**config.mk**
```make
export PLATFORM = sky130hd
export DESIGN_NAME = be_lane_lsu
export DESIGN_NICKNAME = d
export VERILOG_FILES = /design/src/rtl/be_lane_lsu.sv
export SDC_FILE = /design/constraint.sdc
export NUM_CORES = 1
export LEC_CHECK = 0
export BUFFER_PORTS_ARGS = -buffer_cell sky130_fd_sc_hd__buf_4
export CAP_MARGIN = 20
export CORE_AREA = 10 10 108 110
export DETAILED_ROUTE_END_ITERATION = 10
export DIE_AREA = 0 0 118 120
export HOLD_SLACK_MARGIN = 0.1
export PLACE_DENSITY = 0.73
export SYNTH_ARGS = -nofsm -noshare
export SYNTH_HDL_FRONTEND = slang
export SYNTH_SLANG_ARGS = --single-unit
```
**constraint.sdc**
```tcl
create_clock -name clk -period 3.3 [get_ports clk]
set_input_delay 0 -clock clk [delete_from_list [all_inputs] [get_ports clk]]
set_output_delay 0 -clock clk [all_outputs]
set_load 0.01 [all_outputs]
```
**src/rtl/be_lane_lsu.sv**
```systemverilog
module be_lane_lsu #(
  parameter int DISP_W = 16
) (
  input  logic              clk,
  input  logic              rst_n,
  input  logic              req_valid,
  input  logic [2:0]        op,
  input  logic [31:0]       base,
  input  logic [DISP_W-1:0] disp,
  input  logic [31:0]       st_data,
  output logic              mem_req,
  output logic              mem_we,
  output logic [31:0]       mem_addr,
  output logic [3:0]        mem_be,
  output logic [31:0]       mem_wdata,
  input  logic [31:0]       mem_rdata,
  output logic              align_err,
  output logic              ld_valid,
  output logic [31:0]       ld_data
);
  localparam logic [2:0] OP_LDW = 3'd0;
  localparam logic [2:0] OP_STW = 3'd1;
  localparam logic [2:0] OP_LDB = 3'd2;
  localparam logic [2:0] OP_LDBU = 3'd3;
  localparam logic [2:0] OP_STB = 3'd4;

  logic [31:0] ea;
  logic        is_word, is_load, is_store, known, misal;
  logic [7:0]  lane_byte;
  logic [31:0] ext;

  assign ea       = base + {{(32-DISP_W){disp[DISP_W-1]}}, disp};
  assign is_word  = (op == OP_LDW) || (op == OP_STW);
  assign is_load  = (op == OP_LDW) || (op == OP_LDB) || (op == OP_LDBU);
  assign is_store = (op == OP_STW) || (op == OP_STB);
  assign known    = is_load || is_store;
  assign misal    = req_valid && is_word && (ea[1:0] != 2'b00);

  assign align_err = misal;
  assign mem_req   = req_valid && known && !misal;
  assign mem_we    = mem_req && is_store;
  assign mem_addr  = {ea[31:2], 2'b00};
  assign mem_wdata = (op == OP_STB) ? {4{st_data[7:0]}} : st_data;

  always_comb begin
    mem_be = 4'b0000;
    if (mem_req) begin
      if (is_word) mem_be = 4'b1111;
      else         mem_be = 4'b1000 >> ea[1:0];
    end
  end

  always_comb begin
    case (ea[1:0])
      2'd0:    lane_byte = mem_rdata[31:24];
      2'd1:    lane_byte = mem_rdata[23:16];
      2'd2:    lane_byte = mem_rdata[15:8];
      default: lane_byte = mem_rdata[7:0];
    endcase
  end

  always_comb begin
    if (misal)                ext = '0;
    else if (op == OP_LDW)    ext = mem_rdata;
    else if (op == OP_LDB)    ext = {{24{lane_byte[7]}}, lane_byte};
    else                      ext = {24'h0, lane_byte};
  end

  always_ff @(posedge clk or negedge rst_n) begin
    if (!rst_n) begin
      ld_valid <= 1'b0;
      ld_data  <= '0;
    end else begin
      ld_valid <= req_valid && is_load;
      if (req_valid && is_load) ld_data <= ext;
    end
  end


  misal_no_write_chk: assert property (@(posedge clk) disable iff (!rst_n)
    align_err |-> (!mem_we && !mem_req));


  misal_zero_load_chk: assert property (@(posedge clk) disable iff (!rst_n)
    (align_err && is_load) |=> (ld_valid && ld_data == 32'h0));


  byte_store_one_lane_chk: assert property (@(posedge clk) disable iff (!rst_n)
    (mem_we && op == OP_STB) |-> ($countones(mem_be) == 1));


  word_store_all_lanes_chk: assert property (@(posedge clk) disable iff (!rst_n)
    (mem_we && op == OP_STW) |-> (mem_be == 4'b1111));


  load_latency_chk: assert property (@(posedge clk) disable iff (!rst_n)
    (req_valid && is_load) |=> ld_valid);


  unsigned_upper_zero_chk: assert property (@(posedge clk) disable iff (!rst_n)
    (req_valid && op == OP_LDBU) |=> (ld_data[31:8] == 24'h0));


  unknown_op_idle_chk: assert property (@(posedge clk) disable iff (!rst_n)
    (req_valid && !known) |-> (!mem_req && !align_err));
endmodule

```
-- Word level (Yosys, flattened, before mapping)
Index checks and enable logic that the tools add are counted.
- register bits after elaboration: 33
- bits of input ports: 118
- output and inout bits: 104
- word-level logic and storage cells: 32
- $add $sub $neg: 1
- eq/ne operators: 6
- shift operators: 1
- muxes and demuxes: 7
- reduce and logical (&&, ||, !) cells: 15
- operators by type and width (cell ; number):
    two-way mux 32 bit ; 4
    adder 32 bit ; 1
    one-hot mux 8 bit (3 select lines) ; 1
    two-way mux 4 bit ; 2
    == test 3 x 2 -> 1 bit (second input constant) ; 2
    logical AND 1 bit ; 6
    logical OR 1 bit ; 5
    right shift 4 x 2 -> 4 bit (first input constant) ; 1
    == test 3 x 1 -> 1 bit (second input constant) ; 1
    == test 3 bit (second input constant) ; 1
    zero test 3 bit ; 1
    == test 2 x 1 -> 1 bit (second input constant) ; 1
    == test 2 bit (second input constant) ; 1
    zero test 2 bit ; 1
    nonzero test 2 bit ; 1
    zero test 1 bit ; 1

-- Depth between registers and ports, before layout
- depth in word-level cells: 7
- gate-level depth with buffers: 10

-- Worst setup path before layout
Ideal clock, no wire load.
- path type: input port to flip-flop
- start point: input port base[0]
- end point: register ld_data[10]
- setup time: 133 ps
- data arrival time: 1962 ps
- data required time: 3167 ps
- setup slack: 1204 ps
- cell stages on the path: 8
- cell sequence: ha_1 -> inv_1 -> fa_1 -> mux4_2 -> o21ai_0 -> or4_1 -> clkbuf_1 -> o21ai_0
- cells in the longest elaborated chain, start to end: 6
- ends and longest elaborated chain (what ; RTL line ; RTL):
    start, declared ; 8 ; input logic [31:0] base,
    adder 32 bit * ; 32 ; assign ea = base + {{(32-DISP_W){disp[DISP_W-1]}}, disp};
    == test 2 bit (tied with other cells) ; 54 ; case (ea[1:0])
    one-hot mux 8 bit (3 select lines) ; 54 ;
    two-way mux 32 bit ; 65 ; else if (op == OP_LDB) ext = {{24{lane_byte[7]}}, lane_byte};
    two-way mux 32 bit ; 64 ; else if (op == OP_LDW) ext = mem_rdata;
    two-way mux 32 bit * ; 63 ; if (misal) ext = '0;
    end signal, assigned ; 75 ; if (req_valid && is_load) ld_data <= ext;
    end, declared ; 19 ; output logic [31:0] ld_data
Mark *: on every way between the ends. The rest lies on a longest branch, timed or not.
A chain may end at the register's enable or synchronous reset.

-- Worst setup path in the final report
- start point: input port base[0]
- end point: output port mem_addr[30]
- cells in the longest elaborated chain, start to end: 1
- ends and longest elaborated chain (what ; RTL line ; RTL):
    adder 32 bit ; 32 ;
    end, declared ; 13 ; output logic [31:0] mem_addr,
Every way passes these cells.

==> qor.txt <==
status = finished clean
Final Hold Violating Endpoints = 0
Routed wire per std cell = 17.8 um
CTS buffer count = 5
Worst-Skew Late Latency = 0.28 ns
Die Span Y = 120 um
mux share of post-synthesis cell area = 0.0279
max-slew violations = 0
Synth Register Bits = 33
Post-Synth Simple-Gate Area = 0.235
worst setup path startpoint = base[0]
Mapped Area = 0.00372 mm^2
adder-cell area share of the yosys netlist = 0.110
DRT Pass-1 Iters = 5
Post-synth top flop = dfrtp_1
Rel. slew slack = 0.438
Final Cycle Share = 0.765
Max Freq = 396 MHz
Static Leakage = 2.98 nW
Fin Setup TNS = 0 ns
worst-margin pin slew = 0.843 ns
Required @ worst endpoint = 3.30 ns
sequential area share after synthesis = 0.222
fillers = 851
post-cts resize count = 0
DRT iter0 DRCs = 357
dpl hpwl = 12400 um
worst hold slack = 0.169 ns
CTS Sinks = 33
H-tree depth = 2
Total GRT Usage = 0.206
syn avg cell area = 7.14 um^2
RSZ-0062 raised after global routing = no
Remaining Overflow, GRT = 0
# nets final = 893
register-to-register path setup slack = 2.58 ns
P per Cell Area = 345 mW/mm^2
Synth top area share = 0.222
total power = 2.00 mW
Ports = 222
Post-DRT Antenna Nets = 0
placed cell area = 0.00536 mm^2
Setup crit start kind = input pin
initial antenna violation count = 1
CTS Buffer Depth = 2
fraction of registers with async set/reset = 1.00
vias in the first global route = 4765
synth unique cells = 60
end point of the critical path = mem_addr[30]
Worst EP arrival = 2.53 ns
hold crit path type = input pin to flop
CTS root buf = clkbuf_8
FF-to-FF path depth = 2
Clock Skew = 0 ns
vias = 4716
layout cells sized above 1 = 0.317
maximum VDD drop = 0.000183 V
die area = 0.0142 mm^2
critical path class = input pin to output port
port bufs = 219
cells after synthesis = 521
Reg-to-Reg End = ld_data[19]
first-pass GRT wire length = 24400 um
Routed Wire Length = 15700 um
# DRC = 0
Synth Area in Compound Gates = 0.266
Crit. End Element = output port
Area contributors post-synth = dfrtp_1, nand2_1, ha_1, o21ai_0, nor2_1
dominant cell type by area after synthesis = dfrtp_1
setup bufs post-CTS = 0
GP Congestion = 0.890
CTS tree = yes
worst reg2reg startpoint = ld_data[19]
Synth-to-Final Area Change = 55.3%
design area = 0.00578 mm^2
Synth warnings = 0
Initial Utilization = 0.389
CP Max Fanout = 3
Tmin final = 2.53 ns
mean number of vias per cell = 5.37
die width = 118 um
largest family of logic cells by synthesized area = compound AO/OA/AOI/OAI gates
core area = 0.00955 mm^2
final setup fails = 0
Hold Buf Count CTS = 33
largest net degree at the start of global routing = 34
Worst-path clk slew = 0.06 ns
XOR/XNOR share of the synthesized area = 0.0730
Core Rows = 36
EDFF count, synth = 0
Maximum Capacitance Violations = 0
## state kept, by name, indices dropped and copies added, names as in the netlist
signal	cells
ld_data	32
ld_valid	1
## through the flow
stage                      util  setup WS, ns  instances
after floorplan               -          1.20        522
after global placement    0.561         0.711        836
after detailed placement  0.561         0.595        836
after CTS                 0.604         0.789        877
after global routing      0.605         0.623        878
final                     0.605         0.775        879
## cells by family (layout without fill, tap and decap cells)
family	count (synthesis)	count (layout)
other cells	1	4
mux	9	9
xor+xnor	31	31
buf+inv	54	276
compound gates	156	156
simple gates	205	205
flops	33	33
fa+ha+maj	32	32
## worst min-delay path by stage
stage          startpoint      endpoint  slack, ns  cells past startpoint
4_1_cts         req_valid    ld_data[7]       0.15                      4
2_1_floorplan       rst_n    ld_data[0]      -0.30                      0
5_1_grt        st_data[4]  mem_wdata[4]       0.20                      2
6_report        req_valid    ld_data[7]       0.17                      4
3_5_place_dp        rst_n    ld_data[0]      -0.03                      1
3_3_place_gp        rst_n    ld_data[0]      -0.04                      1
## final cells by class
cell class | instances | area (um^2) | share of cell area
Inverter | 13 | 48.8 | 0.00845
Timing Repair Buffer | 255 | 2000 | 0.346
Multi-Input combinational cell | 435 | 2650 | 0.459
Tap cell | 133 | 166 | 0.0288
Clock buffer | 8 | 80.1 | 0.0139
Sequential cell | 33 | 826 | 0.143
Antenna cell | 2 | 5.00 | 0.000866
## cells in the mapped netlist, drive strengths merged (2+ instances only)
library cell	n
o21ai	59
nor2	45
o221ai	2
a211o	2
and2	5
o21a	3
clkbuf	28
o311ai	2
o31ai	3
nand2b	4
a31oi	7
xnor2	18
dfrtp	33
buf	13
xor2	13
or3	3
o21bai	7
a21boi	2
ha	31
nor3	5
a211oi	5
inv	13
nand2	120
mux2i	7
nand4	6
o211ai	12
a21o	13
nand3	6
a21oi	28
and3	2
and4	2
## layer usage
metal | global-route usage | share of wire | wire length (um) | vias to the layer above
li1 | - | - | - | 2264
met1 | 0.255 | 0.42 | 6540 | 2150
met5 | 0 | 0 | 0 | -
met3 | 0.0506 | 0.089 | 1400 | 20
met2 | 0.353 | 0.48 | 7530 | 282
met4 | 0.0440 | 0.012 | 195 | 0
## layout by cell type (no fill, tap or decap), types with 7 or more instances in the layout
cell and count:
o211ai_1 12, dlygate4sd3_1 33, nand2_1 120, a21oi_1 27
xnor2_1 18, xor2_1 13, a31oi_1 7, inv_1 13
mux2i_1 7, nor2_1 45, dfrtp_1 33, a21o_1 13
buf_4 222, o21bai_1 7, ha_1 31, o21ai_0 59
## power breakdown
part	switching [mW]	internal (mW)
Clock	0.142	0.150
Combinational	0.596	0.573
Sequential	0.0531	0.482
## worst max-delay path, cell delays in order
cell     delay [ns]
buf_4          0.08
ha_1           0.21
inv_1          0.07
fa_1           0.39
or2b_1         0.26
a21oi_1        0.27
o31ai_1        0.17
a32oi_1        0.34
a21o_1         0.25
a41oi_1        0.16
xnor2_1        0.18
buf_4          0.14
(Power assumes the default switching activity.)
